$ cat config.mk
export PLATFORM = sky130hd
export DESIGN_NAME = cfgkey_unit
export DESIGN_NICKNAME = d
export VERILOG_FILES = /design/src/rtl/cfgkey_pkg.sv /design/src/rtl/cfgkey_unlock.sv /design/src/rtl/cfgkey_regfile.sv /design/src/rtl/cfgkey_decode.sv /design/src/rtl/cfgkey_unit.sv
export SDC_FILE = /design/constraint.sdc
export NUM_CORES = 1
export LEC_CHECK = 0
export ABC_AREA = 1
export BUFFER_PORTS_ARGS = -buffer_cell sky130_fd_sc_hd__clkbuf_2
export CAP_MARGIN = 10
export CORE_MARGIN = 1
export CORE_UTILIZATION = 51
export CTS_CLUSTER_SIZE = 20
export DETAILED_ROUTE_END_ITERATION = 8
export GPL_TIMING_DRIVEN = 0
export PLACE_DENSITY_LB_ADDON = 0.3
export SLEW_MARGIN = 20
export SYNTH_ARGS = -nofsm -noshare
export SYNTH_HDL_FRONTEND = slang
export SYNTH_HIERARCHICAL = 1
export SYNTH_SLANG_ARGS = --single-unit
export TNS_END_PERCENT = 10
$ cat constraint.sdc
create_clock -name clk -period 2.2 [get_ports clk]
set_input_delay 0.44 -clock clk [delete_from_list [all_inputs] [get_ports clk]]
set_output_delay 0.44 -clock clk [all_outputs]
set_load 0.05 [all_outputs]
$ cat src/rtl/cfgkey_pkg.sv
package cfgkey_pkg;

   typedef enum logic [1:0] {
      UL_LOCKED = 2'd0,
      UL_ARMED  = 2'd1,
      UL_OPEN   = 2'd2
   } unlock_state_t;

   typedef enum logic [1:0] {
      PM_SPP     = 2'd0,
      PM_EPP_SPP = 2'd1,
      PM_ECP     = 2'd2,
      PM_ECP_EPP = 2'd3
   } port_mode_t;

   localparam int REG_BASE_IDX = 1;
   localparam int REG_EXT_IDX  = 4;
   localparam int REG_ID_IDX   = 13;

   localparam logic [7:0] EXIT_CODE = 8'hAA;

   function automatic logic [15:0] lpt_base_of(input logic [1:0] code);
      logic [15:0] b;
      unique case (code)
         2'd1:    b = 16'h03BC;
         2'd2:    b = 16'h0378;
         2'd3:    b = 16'h0278;
         default: b = 16'h0000;
      endcase
      return b;
   endfunction

endpackage

$ cat src/rtl/cfgkey_unlock.sv
module cfgkey_unlock
   import cfgkey_pkg::*;
#(
   parameter logic [7:0] KEY = 8'h55
)(
   input  logic       clk,
   input  logic       rst_n,
   input  logic       any_wr,
   input  logic       sel_wr,
   input  logic [7:0] wdata,
   output logic       open,
   output logic [7:0] index
);

   unlock_state_t st_q;
   logic          key_hit;

   assign key_hit = sel_wr && (wdata == KEY);
   assign open    = (st_q == UL_OPEN);

   always_ff @(posedge clk or negedge rst_n) begin
      if (!rst_n) begin
         st_q  <= UL_LOCKED;
         index <= 8'h00;
      end else begin
         unique case (st_q)
            UL_LOCKED: begin
               if (key_hit) st_q <= UL_ARMED;
            end
            UL_ARMED: begin
               if (any_wr) begin
                  if (key_hit) begin
                     st_q  <= UL_OPEN;
                     index <= 8'h00;
                  end else begin
                     st_q <= UL_LOCKED;
                  end
               end
            end
            UL_OPEN: begin
               if (sel_wr) begin
                  if (wdata == EXIT_CODE) begin
                     st_q  <= UL_LOCKED;
                     index <= 8'h00;
                  end else begin
                     index <= wdata;
                  end
               end
            end
            default: st_q <= UL_LOCKED;
         endcase
      end
   end

endmodule

$ cat src/rtl/cfgkey_regfile.sv
module cfgkey_regfile
   import cfgkey_pkg::*;
#(
   parameter int         NUM_REGS = 16,
   parameter logic [7:0] DEV_ID   = 8'h65,
   parameter logic [7:0] CR1_INIT = 8'h0A,
   localparam int        IDX_W    = $clog2(NUM_REGS)
)(
   input  logic       clk,
   input  logic       rst_n,
   input  logic       wr,
   input  logic [7:0] index,
   input  logic [7:0] wdata,
   output logic [7:0] rd_val,
   output logic [1:0] base_code,
   output logic       std_bit,
   output logic [1:0] ext_field,
   output logic       epp_bit
);

   logic [7:0] regs [NUM_REGS];
   logic       in_range;
   logic [IDX_W-1:0] idx;

   assign in_range = ({24'd0, index} < NUM_REGS);
   assign idx      = index[IDX_W-1:0];

   function automatic logic [7:0] init_of(input int i);
      return (i == REG_BASE_IDX) ? CR1_INIT : 8'h00;
   endfunction

   for (genvar i = 0; i < NUM_REGS; i++) begin : g_reg
      if (i == REG_ID_IDX) begin : g_id
         assign regs[i] = DEV_ID;
      end else begin : g_rw
         always_ff @(posedge clk or negedge rst_n) begin
            if (!rst_n)
               regs[i] <= init_of(i);
            else if (wr && in_range && (idx == IDX_W'(i)))
               regs[i] <= wdata;
         end
      end
   end

   assign rd_val    = in_range ? regs[idx] : 8'h00;
   assign base_code = regs[REG_BASE_IDX][1:0];
   assign std_bit   = regs[REG_BASE_IDX][3];
   assign ext_field = regs[REG_EXT_IDX][1:0];
   assign epp_bit   = regs[REG_EXT_IDX][6];

endmodule

$ cat src/rtl/cfgkey_decode.sv
module cfgkey_decode
   import cfgkey_pkg::*;
#(
   parameter int ADDR_W = 10
)(
   input  logic [1:0]        base_code,
   input  logic              std_bit,
   input  logic [1:0]        ext_field,
   input  logic              epp_bit,
   output logic              lpt_en,
   output logic [ADDR_W-1:0] lpt_base,
   output logic              std_only,
   output logic [1:0]        port_mode,
   output logic              epp_v17
);

   logic [15:0] base_full;

   assign base_full = lpt_base_of(base_code);
   assign lpt_en    = (base_code != 2'd0);
   assign lpt_base  = base_full[ADDR_W-1:0];
   assign std_only  = std_bit;
   assign port_mode = std_bit ? 2'(PM_SPP) : ext_field;
   assign epp_v17   = epp_bit;

endmodule

$ cat src/rtl/cfgkey_unit.sv
module cfgkey_unit
   import cfgkey_pkg::*;
#(
   parameter int                ADDR_W   = 10,
   parameter int                NUM_REGS = 16,
   parameter logic [7:0]        KEY      = 8'h55,
   parameter logic [7:0]        DEV_ID   = 8'h65,
   parameter logic [7:0]        CR1_INIT = 8'h0A,
   parameter logic [ADDR_W-1:0] SEL_PRI  = ADDR_W'(16'h03F0),
   parameter logic [ADDR_W-1:0] SEL_ALT  = ADDR_W'(16'h0370)
)(
   input  logic              clk,
   input  logic              rst_n,
   input  logic              strap_alt,
   input  logic [ADDR_W-1:0] bus_addr,
   input  logic              bus_wr,
   input  logic              bus_rd,
   input  logic [7:0]        bus_wdata,
   output logic [7:0]        bus_rdata,
   output logic              cfg_open,
   output logic              lpt_en,
   output logic [ADDR_W-1:0] lpt_base,
   output logic              std_only,
   output logic [1:0]        port_mode,
   output logic              epp_v17
);

   if (ADDR_W < 10 || ADDR_W > 16) begin : g_bad_addr_w
      $error("cfgkey_unit: ADDR_W must be 10..16");
   end
   if (NUM_REGS < 16 || NUM_REGS > 128) begin : g_bad_num_regs
      $error("cfgkey_unit: NUM_REGS must be 16..128");
   end
   if (KEY == EXIT_CODE) begin : g_bad_key
      $error("cfgkey_unit: KEY must differ from the exit code");
   end
   if (SEL_PRI == SEL_ALT) begin : g_bad_sel
      $error("cfgkey_unit: select addresses must differ");
   end

   logic [ADDR_W-1:0] sel_addr;
   logic [ADDR_W-1:0] dat_addr;
   logic              sel_wr;
   logic              dat_wr;
   logic              dat_rd;
   logic [7:0]        index;
   logic [7:0]        rd_val;
   logic [1:0]        base_code;
   logic              std_bit;
   logic [1:0]        ext_field;
   logic              epp_bit;

   assign sel_addr = strap_alt ? SEL_ALT : SEL_PRI;
   assign dat_addr = sel_addr + ADDR_W'(1);
   assign sel_wr   = bus_wr && (bus_addr == sel_addr);
   assign dat_wr   = bus_wr && (bus_addr == dat_addr) && cfg_open;
   assign dat_rd   = bus_rd && (bus_addr == dat_addr) && cfg_open;

   cfgkey_unlock #(.KEY(KEY)) u_unlock (
      .clk    (clk),
      .rst_n  (rst_n),
      .any_wr (bus_wr),
      .sel_wr (sel_wr),
      .wdata  (bus_wdata),
      .open   (cfg_open),
      .index  (index)
   );

   cfgkey_regfile #(
      .NUM_REGS (NUM_REGS),
      .DEV_ID   (DEV_ID),
      .CR1_INIT (CR1_INIT)
   ) u_regs (
      .clk       (clk),
      .rst_n     (rst_n),
      .wr        (dat_wr),
      .index     (index),
      .wdata     (bus_wdata),
      .rd_val    (rd_val),
      .base_code (base_code),
      .std_bit   (std_bit),
      .ext_field (ext_field),
      .epp_bit   (epp_bit)
   );

   cfgkey_decode #(.ADDR_W(ADDR_W)) u_dec (
      .base_code (base_code),
      .std_bit   (std_bit),
      .ext_field (ext_field),
      .epp_bit   (epp_bit),
      .lpt_en    (lpt_en),
      .lpt_base  (lpt_base),
      .std_only  (std_only),
      .port_mode (port_mode),
      .epp_v17   (epp_v17)
   );

   assign bus_rdata = dat_rd ? rd_val : 8'hFF;

endmodule

==> results.sh, run 1 <==
export IMPL_grt_first_pass_wirelength_um=31700
export IMPL_period_needed_ps=2650
export IMPL_h_tree_depth=4
export IMPL_r2r_start="u_unlock/st_q[0]"
export IMPL_rsz0062_at_grt="true"
export IMPL_antenna_found_initial=0
export IMPL_worst_slew_pin_slew_ps=839
export IMPL_wl_per_cell_um=16.7
export IMPL_stdcell_count=1191
export IMPL_ys_ff_latch=130
export IMPL_syn_area_mm2=0.00693
export IMPL_die_y_um=119
export IMPL_drc_errors=0
export IMPL_syn_to_final_growth_pct=23.5
export IMPL_clkTransAtPathRegs_ps=60
export IMPL_fp_dieW_um=119
export IMPL_r2r_cells=12
export IMPL_fin_nets=1029
export IMPL_dieArea_mm2=0.0140
export IMPL_cts_made_buffers=17
export IMPL_path_buf_inv=6
export IMPL_synth_edf_count=0
export IMPL_clk_path_buf_depth=2
export IMPL_hpwlAfterDp_um=13300
export IMPL_crit_type="reg -> out"
export IMPL_grtUsageTotal=0.299
export IMPL_cp_slowest_cell="dfrtp_1"
export IMPL_ios=47
export IMPL_overflow=0
export IMPL_status="complete, but fails checks"
export IMPL_yosysTopAreaCell="dfrtp_1"
export IMPL_grt_max_degree=67
export IMPL_leakage_nw=4.36
export IMPL_maxCapViolations=0
export IMPL_rrSetupSlack_ps=110
export IMPL_crit_arrival_ps=2210
export IMPL_drtPass1Iterations=5
export IMPL_synthTopCellsByArea="dfrtp_1, nand2_1, o21ai_1"
export IMPL_yosys_cell_count_top_type="nand2_1"
export IMPL_ys_flop_type="dfrtp_1"
export IMPL_worst_slack_ps=-446
export IMPL_hold_class="in -> async"
export IMPL_synth_cells=924
export IMPL_fmax_ghz=0.378
export IMPL_drive_gt1_frac=0.225
export IMPL_cts_tree="built"
export IMPL_slew_violations=0
export IMPL_routed_wl_um=19900
export IMPL_violations="setup timing"
export IMPL_dp_cells=1146
export IMPL_antenna_cells=0
export IMPL_place_ws_ps=-325
export IMPL_synthArstFlopShare=1.00
export IMPL_slew_headroom=0.440
export IMPL_start_util=0.523
export IMPL_ys_seq_area_frac=0.470
export IMPL_required_ps=1760
export IMPL_vias=6357
export IMPL_hold_buffers=0
export IMPL_crit_chain="buf_6 > inv_8 > buf_12 > buf_8 > nand2_1 > nand2_1 > nand2_1 > nand2_1 > nand2_1 > nand2_1 > nor2_1 > nor2_1 > inv_1 > nand3_1 > buf_8"
export IMPL_cp_endpoint="bus_rdata[7]"
export IMPL_crit_path_max_fanout=6
export IMPL_cpMostUsedCell="nand2_1"
export IMPL_gp_congestion=0.948
export IMPL_cts_sinks=130
export IMPL_clock_latency_ps=420
export IMPL_vias_per_cell=5.34
export IMPL_setup_worst_path_start_class="register"
export IMPL_r2r_end="u_regs/regs[125]"
export IMPL_drt_iter0_markers=631
export IMPL_row_count=42
export IMPL_root_buffer="clkbuf_16"
export IMPL_end_kind="output port"
export IMPL_setup_viol=8
export IMPL_core_mm2=0.0132
export IMPL_synth_distinct_cells=28
export IMPL_grt_pass1_vias=6052
export IMPL_cp_depth=15
export IMPL_yosysWarnings=6
export IMPL_port_buffers=44
export IMPL_fin_setup_tns_ps=-3300
export IMPL_totalPowerFinal_mw=5.63
export IMPL_ant_nets=0
export IMPL_vdd_drop_max_mv=0.504
export IMPL_synth_top_area_frac=0.463
export IMPL_p_per_area_mw_per_mm2=658
export IMPL_syn_avg_cell_area_um2=7.50
export IMPL_clock_skew_ps=7.02
export IMPL_critical_path_max_stage_delay_ps=380
export IMPL_crit_start="u_unlock/index[0]"
export IMPL_finalCritPeriodShare=1.20
export IMPL_path_delay_family="buffers and inverters"
export IMPL_ys_top_cells_by_count="nand2_1, dfrtp_1, o21ai_1"
export IMPL_finalHoldViolations=0
[cells by family (layout without fill, tap and decap cells)]
family,count (synthesis),in the layout,share of synthesized area
simple gates,552,552,0.344
flops,130,130,0.470
compound gates,121,121,0.0923
buf+inv,116,206,0.0860
fa+ha+maj,4,4,0.00723
other cells,1,2,0.000541
[flip-flops by register name, summed over array words and instances (netlist names)]
signal            flops
u_unlock/st_q         2
u_regs/std_bit        1
u_regs/regs         114
u_regs/epp_bit        1
u_regs/ext_field      2
u_regs/base_code      2
u_unlock/index        8
[what timing repair did]
item                       4_1_cts  5_1_grt
pin swaps                        7       16
setup buffers                    7        3
cloned                           1        3
hold endpoints to repair         0        0
setup endpoints to repair       26       95
resized for setup               67       49
[routing by layer]
metal / part of all wire / track usage / vias to the layer above
li1: - / - / 3039
met1: 0.42 / 0.395 / 3003
met2: 0.47 / 0.461 / 257
met3: 0.075 / 0.0748 / 58
met4: 0.038 / 0.144 / 0
met5: 0 / 0 / -
[metrics by stage]
| stage | utilization | cell area (um^2) | hold WS [ps] |
|---|---|---|---|
| global route | 0.646 | 8550 | 54.4 |
| global placement | 0.557 | 7370 | 455 |
| finish | 0.646 | 8550 | 10.2 |
| CTS | 0.631 | 8350 | 26.0 |
| detailed placement | 0.559 | 7410 | 458 |
| floorplan | - | 6930 | 144 |
[worst min-delay path by stage]
| stage | end | slack, ps | depth (start not counted) | start |
|---|---|---|---|---|
| 2_1_floorplan | u_regs/base_code[0] | 140 | 0 | rst_n |
| 3_3_place_gp | u_unlock/index[0] | 460 | 2 | u_unlock/index[0] |
| 3_5_place_dp | u_unlock/index[5] | 460 | 2 | u_unlock/index[5] |
| 4_1_cts | u_regs/regs[54] | 30 | 1 | rst_n |
| 5_1_grt | u_regs/regs[54] | 50 | 1 | rst_n |
| 6_report | u_regs/regs[54] | 10 | 1 | rst_n |
[placed cells by master (no fill, tap or decap), drive strengths merged, types with 5 or more instances in the layout]
| master | netlist | routed |
|---|---|---|
| nand2 | 460 | 460 |
| nand3 | 39 | 39 |
| nand4 | 5 | 5 |
| clkinv | 1 | 5 |
| buf | 46 | 70 |
| dfrtp | 128 | 128 |
| inv | 57 | 58 |
| o21ai | 121 | 121 |
| nor2 | 47 | 47 |
| clkbuf | 12 | 66 |
[power by group]
group | switching [mW] | leakage (nW) | internal, mW | total, mW
clock network | 1.07 | 0.309 | 1.99 | 3.06
logic | 0.139 | 2.25 | 0.0330 | 0.172
registers | 0.0000000822 | 1.81 | 2.39 | 2.39
[final cells by class]
type | count | area (um^2)
inverters | 58 | 231
multi-input cells | 679 | 3170
plain buffers | 57 | 467
repair buffers | 59 | 557
well taps | 176 | 220
clock buffers | 20 | 467
clock inverters | 12 | 179
fillers | 1164 | 4690
flip-flops and latches | 130 | 3260
Power figures use the tool's default switching activity.
==> run 2: changes to the inputs <==
ABC_AREA = default   (was 1)
GPL_TIMING_DRIVEN = default   (was 0)
clock period = 3.3 ns   (was 2.2 ns; I/O delays follow)
==> run 2 against run 1 <==
Effect of this change:
- the run now ends clean
- clock skew about the same
- synthesized area decreased by 3.6%
- via count decreased by 33%
==> results.sh, run 2 <==
export IMPL_status="complete, no violations"
export IMPL_ant_nets=0
export IMPL_layout_common_cells="mux2_2, dfrtp_1, clkbuf_2"
export IMPL_drc_errors=0
export IMPL_vias=4278
export IMPL_place_ws_ps=297
export IMPL_setup_worst_path_start_class="register"
export IMPL_synth_mux_area_fraction=0.307
export IMPL_row_count=41
export IMPL_synth_top_area_frac=0.480
export IMPL_synth_adder_area_share=0.00750
export IMPL_hpwlAfterDp_um=10300
export IMPL_ys_seq_area_frac=0.488
export IMPL_rsz0062_at_grt="true"
export IMPL_fin_util=0.612
export IMPL_syn_avg_cell_area_um2=14.0
export IMPL_crit_type="reg -> out"
export IMPL_worst_slew_pin_slew_ps=722
export IMPL_largestRegisters="u_regs/regs (114), u_unlock/index (8)"
export IMPL_fmax_ghz=0.309
export IMPL_die_y_um=116
export IMPL_synthArstFlopShare=1.00
export IMPL_synth_compound_area_share=0.0426
export IMPL_drt_iter0_markers=352
export IMPL_largest_reg_flops=114
export IMPL_final_cell_area_mm2=0.00775
export IMPL_h_tree_depth=4
export IMPL_placed_cell_area_mm2=0.00701
export IMPL_yosysWarnings=6
export IMPL_drtPass1Iterations=5
export IMPL_slew_headroom=0.515
export IMPL_grt_max_degree=56
export IMPL_overflow=0
export IMPL_yosys_area_share_simple=0.104
export IMPL_root_buffer="clkbuf_16"
export IMPL_yosysTopAreaCell="dfrtp_1"
export IMPL_finalHoldViolations=0
export IMPL_ys_ff_latch=130
export IMPL_leakage_nw=3.69
export IMPL_synthTopCellsByArea="dfrtp_1, mux2_2, mux4_1"
export IMPL_p_per_area_mw_per_mm2=462
export IMPL_syn_to_final_growth_pct=16.2
export IMPL_cts_sinks=130
export IMPL_fin_nets=554
export IMPL_fp_dieW_um=116
export IMPL_synth_cells=478
export IMPL_required_ps=2640
export IMPL_synth_xor_area_frac=0.00244
export IMPL_clock_latency_ps=430
export IMPL_core_mm2=0.0127
export IMPL_antenna_cells=0
export IMPL_ys_flop_type="dfrtp_1"
export IMPL_clkTransAtPathRegs_ps=60
export IMPL_wl_per_cell_um=21.9
export IMPL_slew_violations=0
export IMPL_setup_viol=0
export IMPL_antenna_found_initial=0
export IMPL_grtUsageTotal=0.252
export IMPL_yosys_cell_count_top_type="dfrtp_1"
export IMPL_hold_class="in -> async"
export IMPL_worst_slack_ps=66.4
export IMPL_clk_path_buf_depth=2
export IMPL_hold_buffers=0
export IMPL_port_buffers=44
export IMPL_fillers=984
export IMPL_start_util=0.527
export IMPL_vias_per_cell=6.01
export IMPL_crit_arrival_ps=2570
export IMPL_finalCritPeriodShare=0.980
export IMPL_ios=47
export IMPL_regMostFlops="u_regs/regs"
export IMPL_grt_first_pass_wirelength_um=24500
export IMPL_dieArea_mm2=0.0135
export IMPL_syn_area_mm2=0.00667
export IMPL_clock_skew_ps=7.10
export IMPL_cts_made_buffers=17
export IMPL_ys_top_cells_by_count="dfrtp_1, mux2_2, nand2_1"
export IMPL_totalPowerFinal_mw=3.58
export IMPL_synth_distinct_cells=58
export IMPL_grt_pass1_vias=4386
export IMPL_maxCapViolations=0
export IMPL_synth_top_family_by_area="multiplexers"
export IMPL_cts_tree="built"
export IMPL_drive_gt1_frac=0.511
export IMPL_synth_edf_count=0
export IMPL_period_needed_ps=3230
export IMPL_crit_path_max_fanout=12
export IMPL_multiInputGateArea_mm2=0.00312
export IMPL_gp_congestion=0.836
export IMPL_end_kind="output port"
export IMPL_seqCellArea_mm2=0.00326
export IMPL_routed_wl_um=15600
export IMPL_vdd_drop_max_mv=0.411
run 2: changes by cell type in the layout (fill, tap and decap cells not counted), sizes merged, moves of 10 or more:
cell    delta
nand2    -441
buf       -35
clkbuf    -11
nand3     -31
o21ai    -110
mux4      +23
inv       -49
and4b     +10
mux2     +125
nor2      -41
run 2: stage by stage:
step / setup TNS [ps] / hold WS, ps / cells
5_1_grt: -26.5 / 328 / 712
3_3_place_gp: 0 / 480 / 673
4_1_cts: -36.7 / 301 / 708
2_1_floorplan: 0 / 364 / 479
6_report: 0 / 286 / 712
3_5_place_dp: 0 / 485 / 673
run 2: where the power goes:
part | total (mW) | internal (mW) | switching [mW]
Sequential | 1.60 | 1.60 | 0.000000134
Combinational | 0.0997 | 0.0214 | 0.0784
Clock | 1.89 | 1.18 | 0.706
run 2: repair_timing:
item	4_1_cts	5_1_grt
setup buffers	3	3
gates resized for setup	11	27
endpoints found under the setup margin	7	8
cloned	0	1
pin swaps	0	1
run 2: layout make-up:
| class | count | area share |
|---|---|---|
| flip-flops and latches | 130 | 0.420 |
| multi-input cells | 298 | 0.403 |
| repair buffers | 72 | 0.0686 |
| clock buffers | 18 | 0.0554 |
| well taps | 172 | 0.0278 |
| clock inverters | 14 | 0.0211 |
| inverters | 8 | 0.00387 |
run 2: logic make-up after synthesis:
group	after synthesis
compound gates	41
xor+xnor	1
fa+ha+maj	4
buf+inv	51
flops	130
mux	156
other cells	1
simple gates	94
run 2: worst paths after layout:
check / startpoint / to / slack (ps) / cells past startpoint
hold reg to reg: u_regs/regs[0] / u_regs/regs[0] / 490 / 1
setup / recovery: u_unlock/index[1] / bus_rdata[0] / 70 / 8
setup reg to reg: u_unlock/st_q[0] / u_regs/regs[63] / 900 / 7
min in group clk: u_regs/regs[0] / u_regs/regs[0] / 490 / 1
max in group asynchronous: rst_n / u_regs/regs[67] / 2220 / 2
hold / removal: rst_n / u_regs/regs[56] / 290 / 1
run 2: critical path, stage by stage (launching register included):
cell and delay [ps]:
dfrtp_2 370, buf_12 150, mux4_1 570, mux2_2 300, o21ai_2 140, a31oi_1 50, and4b_1 250, nand4_1 130
buf_6 180
run 2: metal layers:
metal  track usage  wire length, um  vias to the layer above
met5             0                0                        -
met1         0.336             6980                     2230
met3        0.0607              770                       27
met2         0.398             7490                      128
li1              -                -                     1893
met4         0.103              342                        0
